--- config.mk ---
export PLATFORM = sky130hd
export DESIGN_NAME = usb_dma_master
export DESIGN_NICKNAME = d
export VERILOG_FILES = /design/src/rtl/usb_dma_pkg.sv /design/src/rtl/dma_phase_seq.sv /design/src/rtl/dma_word_count.sv /design/src/rtl/dma_data_route.sv /design/src/rtl/usb_dma_master.sv
export SDC_FILE = /design/constraint.sdc
export NUM_CORES = 1
export LEC_CHECK = 0
export ABC_AREA = 1
export BUFFER_PORTS_ARGS = -buffer_cell sky130_fd_sc_hd__buf_4
export CAP_MARGIN = 20
export CORE_MARGIN = 3
export CORE_UTILIZATION = 35
export DETAILED_ROUTE_END_ITERATION = 8
export SLEW_MARGIN = 30
export SYNTH_ARGS = -nofsm -noshare
export SYNTH_HDL_FRONTEND = slang
export SYNTH_SLANG_ARGS = --single-unit
--- constraint.sdc ---
create_clock -name clk -period 1.65 [get_ports clk]
set_input_delay 0.0825 -clock clk [delete_from_list [all_inputs] [get_ports clk]]
set_output_delay 0.0825 -clock clk [all_outputs]
set_load 0.01 [all_outputs]
--- src/rtl/usb_dma_pkg.sv ---
package usb_dma_pkg;

  typedef enum logic [2:0] {
    PH_IDLE,
    PH_ARM,
    PH_ACK,
    PH_STRB,
    PH_RECOV
  } dma_phase_t;

  // A word may start when the selected target can take or give one.
  function automatic logic target_ready(input logic direct, input logic to_dev,
                                        input logic full, input logic empty);
    if (!direct) return 1'b1;
    return to_dev ? !empty : !full;
  endfunction

  // Clocks from one acknowledge rise to the next with no stalls.
  function automatic int unsigned word_clocks(input int unsigned strb,
                                              input int unsigned recov);
    return 1 + strb + recov;
  endfunction

endpackage

--- src/rtl/dma_phase_seq.sv ---
module dma_phase_seq
  import usb_dma_pkg::*;
#(
  parameter int unsigned STRB_CLKS  = 3,
  parameter int unsigned RECOV_CLKS = 2
) (
  input  logic       clk,
  input  logic       rst_n,
  input  logic       launch,
  input  logic       go_ok,
  input  logic       more_words,
  output dma_phase_t phase,
  output logic       strobe_last,
  output logic       recov_last
);
  localparam int unsigned TMAX = (STRB_CLKS > RECOV_CLKS) ? STRB_CLKS : RECOV_CLKS;
  localparam int unsigned TW   = $clog2(TMAX + 1);

  logic [TW-1:0] tmr;

  assign strobe_last = (phase == PH_STRB)  && (tmr == TW'(STRB_CLKS - 1));
  assign recov_last  = (phase == PH_RECOV) && (tmr == TW'(RECOV_CLKS - 1));

  always_ff @(posedge clk or negedge rst_n) begin
    if (!rst_n) begin
      phase <= PH_IDLE;
      tmr   <= '0;
    end else begin
      case (phase)
        PH_IDLE:  if (launch) phase <= PH_ARM;
        PH_ARM:   if (go_ok)  phase <= PH_ACK;
        PH_ACK: begin
          phase <= PH_STRB;
          tmr   <= '0;
        end
        PH_STRB: begin
          if (strobe_last) begin
            phase <= PH_RECOV;
            tmr   <= '0;
          end else begin
            tmr <= tmr + TW'(1);
          end
        end
        PH_RECOV: begin
          if (recov_last) begin
            tmr <= '0;
            if (!more_words)  phase <= PH_IDLE;
            else if (go_ok)   phase <= PH_ACK;
            else              phase <= PH_ARM;
          end else begin
            tmr <= tmr + TW'(1);
          end
        end
        default: phase <= PH_IDLE;
      endcase
    end
  end
endmodule

--- src/rtl/dma_word_count.sv ---
module dma_word_count #(
  parameter int unsigned CW = 16,
  parameter int unsigned AW = 8
) (
  input  logic          clk,
  input  logic          rst_n,
  input  logic          load,
  input  logic [CW-1:0] len,
  input  logic          step,
  output logic [CW-1:0] remaining,
  output logic [AW-1:0] addr
);
  always_ff @(posedge clk or negedge rst_n) begin
    if (!rst_n) begin
      remaining <= '0;
      addr      <= '0;
    end else if (load) begin
      remaining <= len;
      addr      <= '0;
    end else if (step) begin
      remaining <= remaining - CW'(1);
      addr      <= addr + AW'(1);
    end
  end
endmodule

--- src/rtl/dma_data_route.sv ---
module dma_data_route #(
  parameter int unsigned DW = 16
) (
  input  logic          clk,
  input  logic          rst_n,
  input  logic          load_out,
  input  logic          word_end,
  input  logic          direct,
  input  logic [DW-1:0] buf_rdata,
  input  logic [DW-1:0] fifo_rdata,
  input  logic [DW-1:0] dev_din,
  output logic          buf_we,
  output logic          fifo_push,
  output logic          fifo_pop,
  output logic [DW-1:0] wdata,
  output logic [DW-1:0] dev_dout
);
  // Inbound words go straight to the chosen target on the strobe's last clock.
  assign buf_we    = word_end && !direct;
  assign fifo_push = word_end &&  direct;
  assign wdata     = dev_din;

  // Outbound words are fetched in the acknowledge clock and held through the strobe.
  assign fifo_pop  = load_out && direct;

  always_ff @(posedge clk or negedge rst_n) begin
    if (!rst_n)        dev_dout <= '0;
    else if (load_out) dev_dout <= direct ? fifo_rdata : buf_rdata;
  end
endmodule

--- src/rtl/usb_dma_master.sv ---
module usb_dma_master
  import usb_dma_pkg::*;
#(
  parameter int unsigned DW         = 16,
  parameter int unsigned CW         = 16,
  parameter int unsigned AW         = 8,
  parameter int unsigned STRB_CLKS  = 3,
  parameter int unsigned RECOV_CLKS = 2
) (
  input  logic          clk,
  input  logic          rst_n,
  input  logic          cfg_start,
  input  logic [CW-1:0] cfg_len,
  input  logic          cfg_to_dev,
  input  logic          cfg_direct,
  output logic          xfer_busy,
  output logic          xfer_done,
  output logic          xfer_irq,
  input  logic          dev_dreq,
  output logic          dev_dack,
  output logic          dev_rd_n,
  output logic          dev_wr_n,
  output logic          dev_eot,
  input  logic [DW-1:0] dev_din,
  output logic [DW-1:0] dev_dout,
  output logic [AW-1:0] buf_addr,
  output logic          buf_we,
  output logic [DW-1:0] buf_wdata,
  input  logic [DW-1:0] buf_rdata,
  input  logic          fifo_full,
  output logic          fifo_push,
  output logic [DW-1:0] fifo_wdata,
  input  logic          fifo_empty,
  output logic          fifo_pop,
  input  logic [DW-1:0] fifo_rdata
);
  dma_phase_t    phase;
  logic          idle, launch, finish_zero, finish_run;
  logic          strobe_last, recov_last, go_ok, more_words, last_word;
  logic          to_dev_q, direct_q, done_q, irq_q;
  logic          load_out, word_end;
  logic [CW-1:0] remaining;
  logic [DW-1:0] in_word;

  // Named events for the checker and the control logic.
  assign idle        = (phase == PH_IDLE);
  assign launch      = cfg_start && idle && (cfg_len != '0);
  assign finish_zero = cfg_start && idle && (cfg_len == '0);
  assign more_words  = (remaining != '0);
  assign last_word   = (remaining == CW'(1));
  assign finish_run  = recov_last && !more_words;
  assign go_ok       = dev_dreq && target_ready(direct_q, to_dev_q, fifo_full, fifo_empty);
  assign load_out    = (phase == PH_ACK) && to_dev_q;
  assign word_end    = strobe_last && !to_dev_q;

  always_ff @(posedge clk or negedge rst_n) begin
    if (!rst_n) begin
      to_dev_q <= 1'b0;
      direct_q <= 1'b0;
    end else if (launch) begin
      to_dev_q <= cfg_to_dev;
      direct_q <= cfg_direct;
    end
  end

  always_ff @(posedge clk or negedge rst_n) begin
    if (!rst_n) begin
      done_q <= 1'b0;
      irq_q  <= 1'b0;
    end else begin
      irq_q <= finish_zero || finish_run;
      if (launch)                          done_q <= 1'b0;
      else if (finish_zero || finish_run)  done_q <= 1'b1;
    end
  end

  dma_phase_seq #(
    .STRB_CLKS (STRB_CLKS),
    .RECOV_CLKS(RECOV_CLKS)
  ) u_seq (
    .clk        (clk),
    .rst_n      (rst_n),
    .launch     (launch),
    .go_ok      (go_ok),
    .more_words (more_words),
    .phase      (phase),
    .strobe_last(strobe_last),
    .recov_last (recov_last)
  );

  dma_word_count #(
    .CW(CW),
    .AW(AW)
  ) u_cnt (
    .clk      (clk),
    .rst_n    (rst_n),
    .load     (launch),
    .len      (cfg_len),
    .step     (strobe_last),
    .remaining(remaining),
    .addr     (buf_addr)
  );

  dma_data_route #(
    .DW(DW)
  ) u_route (
    .clk       (clk),
    .rst_n     (rst_n),
    .load_out  (load_out),
    .word_end  (word_end),
    .direct    (direct_q),
    .buf_rdata (buf_rdata),
    .fifo_rdata(fifo_rdata),
    .dev_din   (dev_din),
    .buf_we    (buf_we),
    .fifo_push (fifo_push),
    .fifo_pop  (fifo_pop),
    .wdata     (in_word),
    .dev_dout  (dev_dout)
  );

  assign buf_wdata  = in_word;
  assign fifo_wdata = in_word;

  assign dev_dack  = (phase == PH_ACK) || (phase == PH_STRB);
  assign dev_rd_n  = !((phase == PH_STRB) && !to_dev_q);
  assign dev_wr_n  = !((phase == PH_STRB) &&  to_dev_q);
  assign dev_eot   = (phase == PH_STRB) && last_word;
  assign xfer_busy = !idle;
  assign xfer_done = done_q;
  assign xfer_irq  = irq_q;
endmodule

=== Word-level counts from Yosys, hierarchy flattened ===
Index checks and enable logic that the tools add are counted.

* Equality and inequality tests: 11
* Add/sub/neg operators: 3
* Reduce and logical (&&, ||, !) cells: 33
* Multiplexer cells: 19

{| class="wikitable"
|+ Operators by type and width
! operator !! number
|-
| two-way mux 16 bit || 3
|-
| nonzero test 16 bit || 2
|-
| == test 16 x 1 -> 1 bit, second input constant || 1
|-
| zero test 16 bit || 1
|-
| two-way mux 8 bit || 2
|-
| subtractor 16 x 1 -> 16 bit, second input constant || 1
|-
| logical AND 1 bit || 15
|-
| two-way mux 3 bit || 5
|-
| case mux 3 bit (5 select lines) || 1
|-
| adder 8 x 1 -> 8 bit, second input constant || 1
|-
| zero test 1 bit || 8
|-
| == test 3 x 2 -> 1 bit, second input constant || 2
|-
| two-way mux 2 bit || 3
|-
| inequality test 2 bit, second input constant || 3
|-
| case mux 2 bit (3 select lines) || 1
|-
| two-way mux 1 bit || 4
|-
| AND reduction 4 bit || 1
|-
| nonzero test 2 bit || 2
|-
| == test 3 x 1 -> 1 bit, second input constant || 1
|-
| == test 3 bit, second input constant || 1
|-
| zero test 3 bit || 1
|-
| nonzero test 3 bit || 1
|-
| adder 2 x 1 -> 2 bit, second input constant || 1
|-
| == test 2 x 1 -> 1 bit, second input constant || 1
|-
| 3 further kinds || 4
|}

* Output and inout port bits: 66
* Flip-flop bits (word level): 49
* Logic and storage cells: 75
* Bits of input ports: 72

=== Logic depth before layout (Yosys ltp) ===
* Depth after elaboration: 8
* Gate-level depth with buffers: 10
* Depth with buffers taken out: 9

=== Hierarchy ===
Synthesis repeated with hierarchy kept, for this count alone.

* Cell total of the unflattened synthesis: 492
* Area total of the unflattened synthesis: 3429.5 µm²

{| class="wikitable"
|+ Modules (own cells, without submodules)
! module !! times used !! cells each !! sequential area each (µm²) !! area each (µm²)
|-
| dma_word_count || 1 || 199 || 600.6 || 1512.7
|-
| dma_data_route || 1 || 158 || 400.4 || 1063.5
|-
| usb_dma_master || 1 || 85 || 100.1 || 528.0
|-
| dma_phase_seq || 1 || 50 || 125.1 || 325.3
|}

=== Least setup slack after synthesis ===
OpenSTA, ideal clock, no wires.

* Path kind: register to register
* Start point: register u_cnt.remaining[0]
* End point: register u_cnt.remaining[8]
* Clock period less this slack: 1.411 ns
* Setup slack: 0.239 ns
* Library setup time: 0.124 ns
* Buffers on the path: 0
* Cell stages (with the launch flop): 8
* Data required time: 1.526 ns
* Arrival time: 1.287 ns
* Cell sequence: dfrtp_1 > inv_1 > ha_1 > nand2_1 > nor2_1 > nand2_1 > xor2_1 > a21oi_2

* Cells in the longest elaborated chain, start to end: 3

{| class="wikitable"
|+ Ends and longest elaborated chain
! item !! line !! source
|-
| start: declaration || dma_word_count.sv:10 || <nowiki>output logic [CW-1:0] remaining,</nowiki>
|-
| start signal: assignment || dma_word_count.sv:18 || <nowiki>remaining <= len;</nowiki>
|-
| start signal: assignment || dma_word_count.sv:21 || <nowiki>remaining <= remaining - CW'(1);</nowiki>
|-
| subtractor 16 x 1 -> 16 bit || dma_word_count.sv:21 ||
|-
| two-way mux 16 bit || dma_word_count.sv:20 || <nowiki>end else if (step) begin</nowiki>
|-
| two-way mux 16 bit || dma_word_count.sv:17 || <nowiki>end else if (load) begin</nowiki>
|}

No other way between the ends. The select of a mux whose other input is x is not followed.
A chain may end at the register's enable or synchronous reset.

=== Worst setup path in the final report ===
* Start point: register u_cnt.remaining[1]
* End point: output dev_eot

* Cells in the longest elaborated chain, start to end: 2

{| class="wikitable"
|+ Ends and longest elaborated chain
! item !! line !! source
|-
| == test 16 x 1 -> 1 bit || usb_dma_master.sv:50 || <nowiki>assign last_word = (remaining == CW'(1));</nowiki>
|-
| logical AND 1 bit || usb_dma_master.sv:128 || <nowiki>assign dev_eot = (phase == PH_STRB) && last_word;</nowiki>
|-
| end: declaration || usb_dma_master.sv:23 || <nowiki>output logic dev_eot,</nowiki>
|}

No other way between the ends.

==> impl_metrics.tcl <==
set metrics [dict create \
    status "finished clean" \
    drv_slew 0 \
    slew_headroom 0.576 \
    clk_latency_ns 0.31 \
    dp.cells 587 \
    via_per_inst 4.73 \
    numPortBuffers 89 \
    crit_fanout 3 \
    skew_ns 0.00658 \
    syn-cell-area_um2 3080 \
    drive_gt1_frac 0.272 \
    ys_warn_count 0 \
    gp_congestion 0.824 \
    grt_pass1_vias 2761 \
    instances_no_fill 608 \
    synth_cell_types 32 \
    wl_per_cell_um 13.4 \
    crit_path_max_incr_delay_ns 0.42 \
    grt_overflow 0 \
    synth_top_family_by_area "simple AND/OR/NAND/NOR gates" \
    syn_to_final_growth_pct 28.8 \
    cp_slowest_cell "dfrtp_1" \
    ir_worst_vdd_mv 0.587 \
    numCtsBuffers 5 \
    synth_xor_area_frac 0.0256 \
    path_class "reg2out" \
    wirelength_um 8160 \
    rows 33 \
    final-seq-area_um2 1230 \
    multi_input_area_um2 1470 \
    cts_tree "built" \
    final_util 0.474 \
    vias 2877 \
    drc 0 \
    clock.fmax_mhz 637 \
    grt_setup_unrepaired "true" \
    post_synth_fa_ha_maj_area_fraction 0.0162 \
    first_pass_iters 4 \
    synth_seq_cells 49 \
    path_cells "inv_2 -> ha_2 -> nand2_2 -> nor4_4 -> buf_4" \
    hold_viol 0 \
    syn_inst 429 \
    postSynthAreaPerCell_um2 7.19 \
    grt_pass1_wl_um 13300 \
    die_height_um 99.9 \
    powerDensity_nw_per_um2 1480 \
    clkTransAtPathRegs_ns 0.10 \
    htreeDepth 2 \
    finalCriticalPeriod_ns 1.57 \
    cts_root_buffer "clkbuf_8" \
    start_util 0.368 \
    end_kind "output port" \
    critPathTopFamily "flip-flops" \
    syn_nets 505 \
    pin_count 138 \
    cts_buffer_depth 2 \
    start_kind "flip-flop" \
    critPathBufInv 2 \
    dieWidth_um 99.9 \
    drv_cap 0 \
    setup_violations 0 \
    dpl.hpwl_um 6060 \
    yosysSeqAreaShare 0.398 \
    hp-class "in2reg" \
    dieArea_um2 9970 \
    n_fill_cell 844 \
    antenna_found_initial 0 \
    worst_pin_slew_ns 0.636 \
    first_iter_violations 182 \
    core_area_um2 8380 \
    crit_required_ns 1.57 \
    period_share 0.951 \
    leakage_uw 0.00197 \
    grt_max_degree 50 \
    worstPathArrival_ns 1.49 \
    grt.total_usage 0.166 \
    clock-sinks 49 \
    synth-compound-area-share 0.0568 \
    synth_mux_area_frac 0 \
    diodes 0 \
    synth-simple-area-share 0.360 \
    nets 578 \
    postRouteAntennaNets 0 \
]
flip-flops by register name (all words and copies together), names as in the netlist:
name              flops
u_cnt.remaining      16
u_route.dev_dout     16
u_cnt.addr            8
u_seq.phase           3
u_seq.tmr             2
direct_q              1
to_dev_q              1
xfer_done             1
xfer_irq              1
layout by cell type (no fill, tap or decap), types with 3 or more instances in the layout:
master,n
nand2_1,129
buf_4,100
nor2_1,56
dfrtp_1,49
nand3_1,43
inv_1,27
a31oi_1,16
nor2_2,8
xor2_1,8
dlygate4sd3_1,8
o21ai_0,6
clkbuf_8,5
nand2_2,4
nor3_1,4
a21oi_1,4
inv_2,3
nor2_4,3
or2_0,3
ha_1,3
logic make-up (layout without fill, tap and decap cells):
family                   Yosys count  after routing
buffers and inverters             76            150
adder cells (fa/ha/maj)            4              4
AND/OR/NAND/NOR                  262            262
XOR/XNOR                           9              9
AO/OA/AOI/OAI                     29             29
flip-flops                        49             49
cells in the mapped netlist (all sizes together):
master  instances  area, um2
nand2         135        517
nor2           67        274
dfrtp          49       1230
buf            43        318
nand3          43        215
inv            30        113
a31oi          16        100
xor2            8       70.1
o21ai           6       30.0
a21oi           5       28.8
nor3            5       25.0
or2             5       33.8
ha              4       50.1
clkbuf          2       7.51
nand3b          2       15.0
nand4           2       12.5
and2            1       6.26
and3            1       6.26
clkinv          1       3.75
nor4            1       6.26
o211ai          1       7.51
o221ai          1       8.76
xnor2           1       8.76
final timing paths:
| check | start | to | slack [ns] | cells after the start |
|---|---|---|---|---|
| max | u_cnt.remaining[1]$_DFFE_PN0P_ | dev_eot | 0.08 | 5 |
| min | cfg_len[14] | u_cnt.remaining[14]$_DFFE_PN0P_ | 0.003 | 3 |
| max reg2reg | u_seq.phase[1]$_DFFE_PN0P_ | u_cnt.remaining[0]$_DFFE_PN0P_ | 0.10 | 9 |
| min reg2reg | u_seq.tmr[0]$_DFFE_PN0P_ | u_seq.tmr[0]$_DFFE_PN0P_ | 0.51 | 1 |
| max in group asynchronous | rst_n | u_cnt.remaining[3]$_DFFE_PN0P_ | 0.89 | 2 |
| min in group asynchronous | rst_n | u_route.dev_dout[2]$_DFFE_PN0P_ | 0.32 | 2 |
layer usage:
metal / global-route usage / up-vias / wire, um
met5: 0 / - / 0
met4: 0.0431 / 0 / 80
met3: 0.0285 / 12 / 448
met2: 0.271 / 72 / 4070
met1: 0.227 / 1321 / 3560
li1: - / 1472 / -
report_power, final:
group	internal (uW)	switching, uW
combinational	1170	1590
clock	611	444
sequential	1650	389
stage by stage:
stage	TNS (ns)	hold slack [ns]	total power, uW	cell area (um2)	setup WS, ns
after detailed placement	0	0.158	4670	3650	0.0799
final	0	0.00318	5860	3970	0.0807
after floorplan	0	-0.213	3780	3080	0.239
after global routing	-0.0397	0.00199	6390	3970	-0.0224
after CTS	0	0.00143	5820	3890	0.00555
after global placement	0	0.162	4620	3650	0.108
tightest hold or removal path, stage by stage:
cell	delay, ns
buf_4	0.08
nand2_1	0.04
nand3_1	0.07
layout make-up:
type                       instances  share of cell area
clock inverter                     3              0.0173
multi-input combinational        304               0.371
tap                              105              0.0331
sequential                        49               0.309
clock buffer                       5              0.0173
timing repair buffer             111               0.223
inverter                          31              0.0293
timing repair:
| item | CTS | global route |
|---|---|---|
| buffers inserted | 3 | 2 |
| resized for setup | 4 | 15 |
| hold buffers | 7 | 1 |
| pin swaps | 2 | 1 |
| cloned | 0 | 0 |
| endpoints found under the setup margin | 3 | 29 |
| endpoints found under the hold margin | 55 | 1 |
Note: power is estimated with default switching activity, not from simulation.
